==> src/rtl/vtg_pkg.sv <==
// Shared constants and helpers for the raster timing generator.
// Assumes: nothing beyond IEEE 1800-2017.
package vtg_pkg;
    localparam int SOF_POS_W  = 16;   // sample [15:2] and subsample [1:0]
    localparam int SOF_SUB_W  = 2;
    localparam int SOF_LINE_W = 13;
    localparam int DIV_W      = 14;

    // True when p lies in [lo, hi), wrapping through zero when lo > hi.
    function automatic logic wrap_span(input int unsigned p,
                                       input int unsigned lo,
                                       input int unsigned hi);
        if (lo <= hi) return (p >= lo) && (p < hi);
        return (p >= lo) || (p < hi);
    endfunction
endpackage

==> src/rtl/vtg_hcount.sv <==
// Sample counter of one line, with the active and sync regions decoded from it.
// Assumes: act_w + blank >= 1 and fp + sw <= blank. The mode values stay
// constant while clr is low, except at a frame end.
module vtg_hcount #(
    parameter int HW = 12
) (
    input  logic          clk,
    input  logic          rst_n,
    input  logic          clr,
    input  logic [HW-1:0] act_w,
    input  logic [HW-1:0] fp,
    input  logic [HW-1:0] sw,
    input  logic [HW-1:0] blank,
    output logic [HW:0]   h,
    output logic          line_end,
    output logic          h_act,
    output logic          h_sync
);
    logic [HW:0]   tot;
    logic [HW+1:0] s_lo, s_hi;

    // Line length and the sync window bounds.
    always_comb begin
        tot  = {1'b0, act_w} + {1'b0, blank};
        s_lo = {2'b00, act_w} + {2'b00, fp};
        s_hi = s_lo + {2'b00, sw};
    end

    // Region decode for the current sample.
    always_comb begin
        line_end = (h >= tot - 1'b1);
        h_act    = (h < {1'b0, act_w});
        h_sync   = ({1'b0, h} >= s_lo) && ({1'b0, h} < s_hi);
    end

    // Sample counter, wrapping at the end of the line.
    always_ff @(posedge clk) begin
        if (!rst_n)        h <= '0;
        else if (clr)      h <= '0;
        else if (line_end) h <= '0;
        else               h <= h + 1'b1;
    end


    h_range_chk: assert property (@(posedge clk) disable iff (!rst_n)
        !clr |-> (h < tot));
endmodule

==> src/rtl/vtg_vcount.sv <==
// Line counter of one frame, with the per-field vertical layout decoded from it.
// Interlaced frames put field 0 first and field 1 after it; progressive frames
// use the field-0 height with the common vertical values.
// Assumes: front porch + sync <= blanking in each field.
module vtg_vcount #(
    parameter int VW = 11
) (
    input  logic          clk,
    input  logic          rst_n,
    input  logic          clr,
    input  logic          adv,
    input  logic          ilace,
    input  logic [VW-1:0] a0,
    input  logic [VW-1:0] a1,
    input  logic [VW-1:0] fp,
    input  logic [VW-1:0] sw,
    input  logic [VW-1:0] blank,
    input  logic [VW-1:0] f0_fp,
    input  logic [VW-1:0] f0_sw,
    input  logic [VW-1:0] f0_blank,
    input  logic [VW-1:0] f_rise,
    input  logic [VW-1:0] f_fall,
    output logic [VW+2:0] v,
    output logic [VW+2:0] total,
    output logic [VW+2:0] vs0,
    output logic          last_line,
    output logic          v_act,
    output logic          v_sync,
    output logic          field
);
    localparam int VX = VW + 3;

    logic [VX-1:0] end0, end1a, vs0_end, vs1, vs1_end;
    logic [VW-1:0] s0_fp, s0_sw, s0_blank;

    function automatic logic [VX-1:0] ext(input logic [VW-1:0] a);
        return {3'b000, a};
    endfunction

    // Pick the vertical values of the first field, then lay out the frame.
    always_comb begin
        s0_fp    = ilace ? f0_fp    : fp;
        s0_sw    = ilace ? f0_sw    : sw;
        s0_blank = ilace ? f0_blank : blank;
        end0     = ext(a0) + ext(s0_blank);
        end1a    = end0 + ext(a1);
        total    = ilace ? (end1a + ext(blank)) : end0;
        vs0      = ext(a0) + ext(s0_fp);
        vs0_end  = vs0 + ext(s0_sw);
        vs1      = end1a + ext(fp);
        vs1_end  = vs1 + ext(sw);
    end

    // Region decode for the current line.
    always_comb begin
        last_line = (v >= total - 1'b1);
        v_act     = (v < ext(a0)) || (ilace && (v >= end0) && (v < end1a));
        v_sync    = ((v >= vs0) && (v < vs0_end)) ||
                    (ilace && (v >= vs1) && (v < vs1_end));
        field     = ilace && vtg_pkg::wrap_span(32'(v), 32'(f_rise), 32'(f_fall));
    end

    // Line counter, advanced at each line end and wrapped at the frame end.
    always_ff @(posedge clk) begin
        if (!rst_n)        v <= '0;
        else if (clr)      v <= '0;
        else if (adv)      v <= last_line ? '0 : v + 1'b1;
    end


    v_hold_chk: assert property (@(posedge clk) disable iff (!rst_n)
        (!clr && !adv) |=> $stable(v));
endmodule

==> src/rtl/vtg_sof.sv <==
// Start-of-frame marker: compares the raster position against the programmed
// sample and line, then delays the hit by the subsample count (0..3 clocks).
// Assumes: sample < line length and line offset < frame lines.
module vtg_sof
    import vtg_pkg::*;
#(
    parameter int HW = 12,
    parameter int VW = 11
) (
    input  logic                  clk,
    input  logic                  rst_n,
    input  logic                  clr,
    input  logic [HW:0]           h,
    input  logic [VW+2:0]         v,
    input  logic [VW+2:0]         total,
    input  logic [VW+2:0]         vs0,
    input  logic [SOF_POS_W-1:0]  pos,
    input  logic [SOF_LINE_W-1:0] line,
    output logic                  sof
);
    localparam int VX   = VW + 3;
    localparam int TW   = ((VX > SOF_LINE_W) ? VX : SOF_LINE_W) + 1;
    localparam int NDLY = 1 << SOF_SUB_W;

    logic [TW-1:0]   tsum, tgt;
    logic            hit;
    logic [NDLY-1:0] pipe;

    // Target line relative to the field-0 vsync start, folded into the frame.
    always_comb begin
        tsum = TW'(vs0) + TW'(line);
        tgt  = (tsum >= TW'(total)) ? (tsum - TW'(total)) : tsum;
        hit  = (SOF_POS_W'(h) == {2'b00, pos[SOF_POS_W-1:SOF_SUB_W]}) &&
               (TW'(v) == tgt);
    end

    // Delay line of hits, one stage per subsample step.
    for (genvar k = 0; k < NDLY; k++) begin : g_stage
        if (k == 0) begin : g_head
            // First stage registers the raw hit.
            always_ff @(posedge clk) begin
                if (!rst_n || clr) pipe[0] <= 1'b0;
                else               pipe[0] <= hit;
            end
        end else begin : g_tail
            // Later stages shift the hit by one clock.
            always_ff @(posedge clk) begin
                if (!rst_n || clr) pipe[k] <= 1'b0;
                else               pipe[k] <= pipe[k-1];
            end
        end
    end

    assign sof = pipe[pos[SOF_SUB_W-1:0]];


    sof_single_chk: assert property (@(posedge clk) disable iff (!rst_n)
        sof |=> !sof);
endmodule

==> src/rtl/vtg_divider.sv <==
// Free-running divider of the video clock: flags the last clock of each period.
// Assumes: a length of 0 behaves as 1.
module vtg_divider #(
    parameter int DW = 14
) (
    input  logic          clk,
    input  logic          rst_n,
    input  logic          clr,
    input  logic [DW-1:0] len,
    output logic          tick_now
);
    logic [DW-1:0] cnt, lim;

    // Last count of the period.
    always_comb begin
        lim      = (len == '0) ? '0 : len - 1'b1;
        tick_now = (cnt >= lim);
    end

    // Period counter.
    always_ff @(posedge clk) begin
        if (!rst_n || clr) cnt <= '0;
        else if (tick_now) cnt <= '0;
        else               cnt <= cnt + 1'b1;
    end


    div_restart_chk: assert property (@(posedge clk) disable iff (!rst_n)
        (!clr && tick_now) |=> (cnt == '0));
endmodule

==> src/rtl/vtg_raster_gen.sv <==
// Programmable raster timing generator. The mode inputs are shadowed and
// reloaded only while idle or on the last sample of a frame. All outputs are
// registered and lag the counters by one clock.
// Assumes: mode values within the limits stated in the module headers below.
module vtg_raster_gen
    import vtg_pkg::*;
#(
    parameter int HW   = 12,
    parameter int VW   = 11,
    parameter int STDW = 8
) (
    input  logic                  clk,
    input  logic                  rst_n,
    input  logic                  run_i,
    input  logic                  mode_valid_i,
    input  logic                  ilace_i,
    input  logic [HW-1:0]         act_w_i,
    input  logic [VW-1:0]         act_h0_i,
    input  logic [VW-1:0]         act_h1_i,
    input  logic [HW-1:0]         h_fp_i,
    input  logic [HW-1:0]         h_sw_i,
    input  logic [HW-1:0]         h_blank_i,
    input  logic [VW-1:0]         v_fp_i,
    input  logic [VW-1:0]         v_sw_i,
    input  logic [VW-1:0]         v_blank_i,
    input  logic [VW-1:0]         f0_v_fp_i,
    input  logic [VW-1:0]         f0_v_sw_i,
    input  logic [VW-1:0]         f0_v_blank_i,
    input  logic [VW-1:0]         fld_rise_i,
    input  logic [VW-1:0]         fld_fall_i,
    input  logic                  hs_pol_i,
    input  logic                  vs_pol_i,
    input  logic [STDW-1:0]       std_i,
    input  logic [SOF_POS_W-1:0]  sof_pos_i,
    input  logic [SOF_LINE_W-1:0] sof_line_i,
    input  logic [DIV_W-1:0]      div_len_i,
    output logic                  hsync_o,
    output logic                  vsync_o,
    output logic                  de_o,
    output logic                  field_o,
    output logic                  sof_o,
    output logic [STDW-1:0]       std_o,
    output logic                  div_tick_o
);
    localparam int HX = HW + 1;
    localparam int VX = VW + 3;

    logic running, clr, load;
    logic sh_ilace, sh_hpol, sh_vpol;
    logic [HW-1:0] sh_aw, sh_hfp, sh_hsw, sh_hbl;
    logic [VW-1:0] sh_ah0, sh_ah1, sh_vfp, sh_vsw, sh_vbl, sh_f0fp, sh_f0sw, sh_f0bl;
    logic [VW-1:0] sh_frise, sh_ffall;
    logic [STDW-1:0] sh_std;
    logic [SOF_POS_W-1:0]  sh_spos;
    logic [SOF_LINE_W-1:0] sh_sline;
    logic [DIV_W-1:0]      sh_div;

    logic [HX-1:0] h;
    logic [VX-1:0] v, v_total, v_vs0;
    logic line_end, h_act, h_sync, last_line, v_act, v_sync, fld, tick_now, sof_w;
    logic hs_q, vs_q, de_q, fld_q, tick_q;
    logic [STDW-1:0] std_q;

    // Run state follows the run and valid inputs one clock later.
    always_ff @(posedge clk) begin
        if (!rst_n) running <= 1'b0;
        else        running <= run_i & mode_valid_i;
    end

    assign clr  = ~running;
    assign load = ~running | (line_end & last_line);

    // Shadow copy of the mode, refreshed while idle or at the frame end.
    always_ff @(posedge clk) begin
        if (!rst_n) begin
            sh_ilace <= 1'b0; sh_hpol <= 1'b0; sh_vpol <= 1'b0;
            sh_aw <= '0; sh_hfp <= '0; sh_hsw <= '0; sh_hbl <= '0;
            sh_ah0 <= '0; sh_ah1 <= '0; sh_vfp <= '0; sh_vsw <= '0; sh_vbl <= '0;
            sh_f0fp <= '0; sh_f0sw <= '0; sh_f0bl <= '0;
            sh_frise <= '0; sh_ffall <= '0; sh_std <= '0;
            sh_spos <= '0; sh_sline <= '0; sh_div <= '0;
        end else if (load) begin
            sh_ilace <= ilace_i; sh_hpol <= hs_pol_i; sh_vpol <= vs_pol_i;
            sh_aw <= act_w_i; sh_hfp <= h_fp_i; sh_hsw <= h_sw_i; sh_hbl <= h_blank_i;
            sh_ah0 <= act_h0_i; sh_ah1 <= act_h1_i;
            sh_vfp <= v_fp_i; sh_vsw <= v_sw_i; sh_vbl <= v_blank_i;
            sh_f0fp <= f0_v_fp_i; sh_f0sw <= f0_v_sw_i; sh_f0bl <= f0_v_blank_i;
            sh_frise <= fld_rise_i; sh_ffall <= fld_fall_i; sh_std <= std_i;
            sh_spos <= sof_pos_i; sh_sline <= sof_line_i; sh_div <= div_len_i;
        end
    end

    vtg_hcount #(.HW(HW)) u_hcnt (
        .clk(clk), .rst_n(rst_n), .clr(clr),
        .act_w(sh_aw), .fp(sh_hfp), .sw(sh_hsw), .blank(sh_hbl),
        .h(h), .line_end(line_end), .h_act(h_act), .h_sync(h_sync)
    );

    vtg_vcount #(.VW(VW)) u_vcnt (
        .clk(clk), .rst_n(rst_n), .clr(clr), .adv(line_end), .ilace(sh_ilace),
        .a0(sh_ah0), .a1(sh_ah1), .fp(sh_vfp), .sw(sh_vsw), .blank(sh_vbl),
        .f0_fp(sh_f0fp), .f0_sw(sh_f0sw), .f0_blank(sh_f0bl),
        .f_rise(sh_frise), .f_fall(sh_ffall),
        .v(v), .total(v_total), .vs0(v_vs0), .last_line(last_line),
        .v_act(v_act), .v_sync(v_sync), .field(fld)
    );

    vtg_sof #(.HW(HW), .VW(VW)) u_sof (
        .clk(clk), .rst_n(rst_n), .clr(clr), .h(h), .v(v),
        .total(v_total), .vs0(v_vs0), .pos(sh_spos), .line(sh_sline), .sof(sof_w)
    );

    vtg_divider #(.DW(DIV_W)) u_div (
        .clk(clk), .rst_n(rst_n), .clr(clr), .len(sh_div), .tick_now(tick_now)
    );

    // Output registers: live timing while running, idle levels otherwise.
    always_ff @(posedge clk) begin
        if (!rst_n) begin
            hs_q <= 1'b0; vs_q <= 1'b0; de_q <= 1'b0; fld_q <= 1'b0;
            tick_q <= 1'b0; std_q <= '0;
        end else begin
            std_q <= sh_std;
            if (running) begin
                hs_q   <= h_sync ~^ sh_hpol;
                vs_q   <= v_sync ~^ sh_vpol;
                de_q   <= h_act & v_act;
                fld_q  <= fld;
                tick_q <= tick_now;
            end else begin
                hs_q   <= ~sh_hpol;
                vs_q   <= ~sh_vpol;
                de_q   <= 1'b0;
                fld_q  <= 1'b0;
                tick_q <= 1'b0;
            end
        end
    end

    assign hsync_o    = hs_q;
    assign vsync_o    = vs_q;
    assign de_o       = de_q;
    assign field_o    = fld_q;
    assign sof_o      = sof_w;
    assign std_o      = std_q;
    assign div_tick_o = tick_q;


    idle_quiet_chk: assert property (@(posedge clk) disable iff (!rst_n)
        !running |=> (!de_o && !sof_o && !div_tick_o && !field_o));
endmodule

==> config.mk <==
export PLATFORM = sky130hd
export DESIGN_NAME = vtg_raster_gen
export DESIGN_NICKNAME = d
export VERILOG_FILES = /design/src/rtl/vtg_pkg.sv /design/src/rtl/vtg_hcount.sv /design/src/rtl/vtg_vcount.sv /design/src/rtl/vtg_sof.sv /design/src/rtl/vtg_divider.sv /design/src/rtl/vtg_raster_gen.sv
export SDC_FILE = /design/constraint.sdc
export NUM_CORES = 1
export LEC_CHECK = 0
export ABC_AREA = 1
export BUFFER_PORTS_ARGS = -buffer_cell sky130_fd_sc_hd__buf_2
export CAP_MARGIN = 10
export CORE_UTILIZATION = 45
export DETAILED_ROUTE_END_ITERATION = 7
export PLACE_DENSITY = 0.71
export REMOVE_ABC_BUFFERS = 1
export SLEW_MARGIN = 15
export SYNTH_ARGS = -nofsm -noshare
export SYNTH_HDL_FRONTEND = slang
export SYNTH_HIERARCHICAL = 1
export SYNTH_SLANG_ARGS = --single-unit
export TNS_END_PERCENT = 50
==> constraint.sdc <==
create_clock -name clk -period 8.3 [get_ports clk]
set_input_delay 1.245 -clock clk [delete_from_list [all_inputs] [get_ports clk]]
set_output_delay 1.245 -clock clk [all_outputs]
set_load 0.005 [all_outputs]
Word level (Yosys, flattened, before mapping)
Index checks and enable logic that the tools add are counted.
{ "op_classes": {"add_sub_neg": 18, "magnitude_cmp": 18, "eq_ne": 2, "mux": 14, "n_bitwise": 10, "reduce_logical": 18} }
{ "ops": {"columns": ["op", "count"], "rows": [
  ["14-bit by 11-bit adder with 14-bit output", 5],
  ["14-bit greater-or-equal comparator", 5],
  ["14-bit less-than comparator", 3],
  ["14-bit two-way mux", 3],
  ["11-bit two-way mux", 3],
  ["14-bit by 1-bit adder with 14-bit output, second input constant", 2],
  ["14-bit by 11-bit less-than comparator with 1-bit output", 2],
  ["14-bit by 1-bit subtractor with 14-bit output, second input constant", 2],
  ["12-bit by 12-bit adder with 13-bit output", 2],
  ["11-bit by 11-bit adder with 12-bit output", 2],
  ["14-bit by 15-bit == test with 1-bit output", 1],
  ["15-bit by 14-bit greater-or-equal comparator with 1-bit output", 1],
  ["15-bit two-way mux", 1],
  ["15-bit by 14-bit subtractor with 15-bit output", 1],
  ["12-bit by 13-bit adder with 14-bit output", 1],
  ["14-bit by 12-bit adder with 14-bit output", 1],
  ["13-bit by 14-bit == test with 1-bit output", 1],
  ["13-bit by 14-bit greater-or-equal comparator with 1-bit output", 1],
  ["14-bit by 11-bit greater-or-equal comparator with 1-bit output", 1],
  ["14-bit logical NOT", 1],
  ["13-bit by 14-bit less-than comparator with 1-bit output", 1],
  ["13-bit by 1-bit adder with 13-bit output, second input constant", 1],
  ["13-bit greater-or-equal comparator", 1],
  ["13-bit by 12-bit less-than comparator with 1-bit output", 1],
  ["other kinds (15)", 37]
]} }
{ "totals": {"ff_bits": 271, "in_bits": 216, "out_inout_bits": 14} }

Logic depth before layout (Yosys ltp)
{ "logic_depth": {"ltp_word": 10, "ltp_mapped": 55, "ltp_nobuf": 52} }

Modules after synthesis
The synthesis kept the hierarchy.
{ "by_module_without_submodules": {"columns": ["mod", "instances", "cells_per_inst", "area_each_um2", "seq_area_each_um2"], "rows": [
  ["vtg_raster_gen", 1, 1439, 9880.7, 4524.3],
  ["vtg_vcount", 1, 1393, 8508.2, 280.3],
  ["vtg_hcount", 1, 546, 3647.2, 260.2],
  ["vtg_sof", 1, 519, 2677.6, 80.1],
  ["vtg_divider", 1, 226, 1406.3, 280.3]
]} }

Worst setup path before layout
OpenSTA, ideal clock, no wires.
{ "synth_path": {"path_type": "register to register", "startpoint": "register sh_ilace", "endpoint": "register vs_q (netlist: vsync_o)", "arrival_ns": 5.922, "required_time_ns": 8.185, "slack_ns": 2.263, "path_stages_with_launch": 43, "period_less_slack_ns": 6.037, "cell_sequence": "dfxtp_1 -> inv_2 -> buf_6 -> buf_2 -> clkbuf_1 -> nand2_1 -> nand2_1 -> ha_1 -> fa_1 -> nand3_1 -> nand2_1 -> nand2_1 -> and2_2 -> inv_1 -> ha_1 -> nand2_1 -> nand2_1 -> a31oi_1 -> [... 7 more ...] -> nand2_1 -> nor3_1 -> nand2_1 -> o211ai_1 -> nand2_1 -> a21oi_1 -> a31oi_1 -> nor3_1 -> nor2_1 -> ha_1 -> a211oi_1 -> nand2_1 -> nor2_1 -> nand2_1 -> nand2_1 -> nand3_1 -> nand2_1 -> nor2_1"} }
{ "synth_via": {"elab_chain_len": 10, "elab_cells_between_ends": 19, "cone_classes": "add/sub: 6; order compare: 4; mux: 4; bitwise: 1; reduce/logical: 4"} }
{ "synth_rtl": {"columns": ["item", "line", "text"], "rows": [
  ["start: declaration", "vtg_raster_gen.sv:49", "logic sh_ilace, sh_hpol, sh_vpol;"],
  ["start signal: assignment", "vtg_raster_gen.sv:83", "sh_ilace <= ilace_i; sh_hpol <= hs_pol_i; sh_vpol <= vs_pol_i;"],
  ["11-bit two-way mux", "vtg_vcount.sv:44", "s0_blank = ilace ? f0_blank : blank;"],
  ["11-bit by 11-bit adder with 12-bit output", "vtg_vcount.sv:45", "end0 = ext(a0) + ext(s0_blank);"],
  ["14-bit by 11-bit adder with 14-bit output", "vtg_vcount.sv:46", "end1a = end0 + ext(a1);"],
  ["14-bit by 11-bit adder with 14-bit output", "vtg_vcount.sv:50", "vs1 = end1a + ext(fp);"],
  ["14-bit by 11-bit adder with 14-bit output / 14-bit greater-or-equal comparator (equally long branches)", "vtg_vcount.sv:51, vtg_vcount.sv:59", null],
  ["14-bit less-than comparator / 1-bit logical AND (equally long branches)", "vtg_vcount.sv:59", "(ilace && (v >= vs1) && (v < vs1_end));"],
  ["1-bit logical AND", "vtg_vcount.sv:59", null],
  ["1-bit logical OR (*)", "vtg_vcount.sv:58", "v_sync = ((v >= vs0) && (v < vs0_end)) ||"],
  ["via v_sync", "vtg_raster_gen.sv:60", "logic line_end, h_act, h_sync, last_line, v_act, v_sync, fld, tick_now, sof_w;"],
  ["1-bit bitwise XNOR (*)", "vtg_raster_gen.sv:126", "vs_q <= v_sync ~^ sh_vpol;"],
  ["1-bit two-way mux (*)", "vtg_raster_gen.sv:124", "if (running) begin"],
  ["end signal: assignment", "vtg_raster_gen.sv:126", null],
  ["end signal: assignment", "vtg_raster_gen.sv:132", "vs_q <= ~sh_vpol;"],
  ["end: declaration", "vtg_raster_gen.sv:61", "logic hs_q, vs_q, de_q, fld_q, tick_q;"]
]} }
Mark *: on every way through the listed nets, which the timed path passes. The rest lies on a longest branch.
A chain may end at the register's enable or synchronous reset.

Final worst setup path
{ "layout_path": {"startpoint": "register sh_ilace", "endpoint": "register sh_spos[10]"} }
{ "layout_via": {"elab_chain_len": 9} }
{ "layout_rtl": {"columns": ["item", "line", "text"], "rows": [
  ["11-bit two-way mux", "vtg_vcount.sv:44", null],
  ["11-bit by 11-bit adder with 12-bit output", "vtg_vcount.sv:45", null],
  ["14-bit by 11-bit adder with 14-bit output", "vtg_vcount.sv:46", null],
  ["14-bit by 11-bit adder with 14-bit output", "vtg_vcount.sv:47", "total = ilace ? (end1a + ext(blank)) : end0;"],
  ["14-bit two-way mux (*)", "vtg_vcount.sv:47", null],
  ["via v_total[9]", "vtg_raster_gen.sv:59", "logic [VX-1:0] v, v_total, v_vs0;"],
  ["14-bit by 1-bit subtractor with 14-bit output (*)", "vtg_vcount.sv:56", "last_line = (v >= total - 1'b1);"],
  ["14-bit greater-or-equal comparator (*)", "vtg_vcount.sv:56", null],
  ["via last_line", "vtg_raster_gen.sv:60", null],
  ["1-bit AND (*)", "vtg_raster_gen.sv:71", "assign load = ~running | (line_end & last_line);"],
  ["1-bit OR (*)", "vtg_raster_gen.sv:71", null],
  ["end signal: assignment", "vtg_raster_gen.sv:89", "sh_spos <= sof_pos_i; sh_sline <= sof_line_i; sh_div <= div_len_i;"],
  ["end: declaration", "vtg_raster_gen.sv:54", "logic [SOF_POS_W-1:0] sh_spos;"]
]} }
Marks and branches as above.

==> results.tsv <==
stage	metric	value	unit
worst_setup_path	cp_slowest_stage_delay	0.50	ns
logic_synthesis	syn_area_per_cell	6.335	sq um
final_layout	layout_common_cells	nand2_1 (984), inv_1 (695), nor2_1 (422)	
placement	dpl_cell_area	27640	sq um
logic_synthesis	synth_top_family_by_area	simple AND/OR/NAND/NOR gates	
final_layout	num_antenna_cells	0	
cts	cts_sinks	271	
die	dieArea	59010	sq um
timing	period_minus_slack	7.342	ns
global_route	met3_usage	3.549	%
logic_synthesis	async_flop_share	0	%
global_route	grt.met2_usage	42.74	%
die	row_count	87	
global_route	track_usage	25.02	%
cts	worst_skew_pair.late_latency	0.58	ns
die	ios	230	
cts	tritoncts	done	
worst_setup_path	critical_path_arrival	7.81	ns
die	die_h	242.9	um
final_layout	final_common_cell	nand2_1	
logic_synthesis	synthAdderAreaFrac	17.88	%
timing	hold_ws	0.4236	ns
final_layout	stdcell_count	5059	
route	avgViaCountPerCell	5.081	
logic_synthesis	netlist_area	26120	sq um
global_route	grt_max_degree	178	
cts	cts-root-buf	clkbuf_16	
run_status	status	finished clean	
logic_synthesis	synth_xor_area_share	4.287	%
route	vias	25700	
final_layout	final_area	28780	sq um
timing	hold_violations	0	
cts	h-tree-depth	2	
cts	ctsHoldBuffers	0	
cts	numCtsBuffers	34	
route	avgRoutedWirePerCell	14.72	um
route	drt-initial-drc-count	1497	
placement	port_buffers	229	
power	vdd_drop_max	0.1443	mV
route	drcViolationCount	0	
logic_synthesis	synth_edf_count	0	
global_route	met1_usage	31.05	%
die	die_w	242.9	um
worst_setup_path	crit_family	simple AND/OR/NAND/NOR gates	
placement	gp_congestion	0.9731	
cts	postCtsSetupRepairBufs	0	
worst_setup_path	critPathMostFrequentCell	nand2_1	
timing	worst_pin_slew	0.9632	ns
worst_setup_path	crit_fanout	67	
placement	dp_cells	4997	
placement	dp_slack	1.111	ns
logic_synthesis	synth_cells	4123	
final_layout	utilization	50.64	%
logic_synthesis	synth_cell_type_count	67	
global_route	overflow	0	
logic_synthesis	ys.flop_type	dfxtp_1	
timing	relSlewSlack	35.79	%
logic_synthesis	yosysSeqAreaShare	20.77	%
global_route	grt-busiest-layer	met2	
timing	finalClockSkew	0.03180	ns
worst_setup_path	end_kind	flop	
die	start_util	45.97	%
logic_synthesis	synthMuxAreaShare	0	%
die	core	56820	sq um
job	drv_cap	0	
final_layout	drive_gt1_share	9.389	%
worst_setup_path	critPathKind	flop to flop	
global_route	grt_pass1_wl	120.9	mm
route	totalWireLength	74.49	mm
hold_path	min-delay-path-class	flop to flop	
logic_synthesis	synth-compound-area-share	11.49	%
final_layout	final_nets	4859	
worst_setup_path	worst_ep_required_time	8.77	ns
timing	final.setup.worst_slack	0.9578	ns
timing	min_period_over_period	88.46	%
timing	finalSetupViolCount	0	
route	dr.pass1.iters	8	
timing	rsz0062_at_grt	false	
timing	fmax	0.1362	GHz
cts	clk_pin_slew_worst_paths	0.06	ns
global_route	grt_pass1_vias	24170	
final_layout	num-fill-cells	5858	
logic_synthesis	yosysWarnings	6	
logic_synthesis	synth_seq_cells	271	
cts	cts_resized	0	
timing	final_max_slew_viol_count	0	
final_layout	syn_to_final_growth	10.16	%
worst_setup_path	worstSetupStartpointType	flop	
placement	dp_hpwl	56.95	mm
power	powerDensity	196.7	nW/um^2
cts	cts_max_path_buffers	3	
logic_synthesis	yosys.area_share.simple	32.19	%
global_route	antenna_found_initial	1	
route	drtAntennaViolNets	0	
power	leakagePower	15.32	nW
worst_setup_path	cp_num_buf_inv	5	
worst_setup_path	crit_slowest_cell	fa_1	
-- state kept, by name (all words and copies together) (netlist names), 12 cells and up --
| name | count |
|---|---|
| sh_spos | 16 |
| u_div/cnt | 14 |
| sh_hbl | 12 |
| sh_aw | 12 |
| u_vcnt/v | 14 |
| sh_hsw | 12 |
| sh_hfp | 12 |
| sh_sline | 13 |
| sh_div | 14 |
| u_hcnt/h | 13 |
-- area by class of cell --
type	instances	area, sq um	area share, %
multi-input combinational	3008	17220	59.83
sequential	271	5430	18.87
inverter	706	2650	9.209
timing repair buffer	256	1395	4.848
clock buffer	45	962.2	3.344
tap	756	945.9	3.287
clock inverter	17	176.4	0.6131
-- worst register-to-register path, delay by kind of cell, from the launching register on --
kind	cells	cell delay, ns
adders and majority gates	4	1.46
DFF	1	0.33
and+or+nand+nor	19	2.32
xor gates and xnor gates	2	0.65
AOI/OAI and AO/OA	7	1.37
buffers and inverters	5	1.13
-- where the power goes --
part	switching, mW	internal [mW]	leakage (nW)
Combinational	1.71	0.995	12.5
Sequential	0.0719	1.38	2.25
Clock	0.646	0.866	0.560
Total	2.42	3.24	15.3
-- cells in the mapped netlist (14+ instances only) --
master	count	area share (%)
nand2_1	984	14
inv_1	695	10
nor2_1	422	6.1
a21oi_1	401	7.7
nand3_1	385	7.4
ha_1	354	17
dfxtp_1	271	21
xor2_1	82	2.7
buf_2	78	1.5
o21ai_0	64	1.2
nand4_1	50	1.2
xnor2_1	44	1.5
nor3_1	35	0.67
buf_4	28	0.80
nand2_2	19	0.46
clkbuf_1	15	0.22
o21bai_1	15	0.43
buf_6	14	0.60
-- metal layers --
metal	wire length, um	up-vias
li1	-	13500
met1	32620	11450
met2	34540	590
met3	4010	169
met4	3300	2
met5	11	-
-- worst paths after layout --
kind | slack [ns] | endpoint | cells after the start | start
setup / recovery | 0.96 | sh_spos[10] | 37 | sh_ilace
hold / removal | 0.42 | std_o[3] | 2 | sh_std[3]
setup reg to reg | 0.96 | sh_spos[10] | 37 | sh_ilace
hold reg to reg | 0.42 | std_o[3] | 2 | sh_std[3]
-- through the flow --
| step | power (mW) | setup TNS (ns) |
|---|---|---|
| 2_1_floorplan | 3.496 | -77.94 |
| 3_5_place_dp | 4.110 | 0 |
| 6_report | 5.660 | 0 |
| 4_1_cts | 5.652 | 0 |
| 3_3_place_gp | 4.090 | 0 |
| 5_1_grt | 6.133 | 0 |
-- logic make-up after synthesis --
family                   after synthesis
XOR/XNOR                             127
flip-flops                           271
AND/OR/NAND/NOR                     1964
adder cells (fa/ha/maj)              366
buffers and inverters                845
other                                  1
AO/OA/AOI/OAI                        549
(Power assumes the default switching activity.)
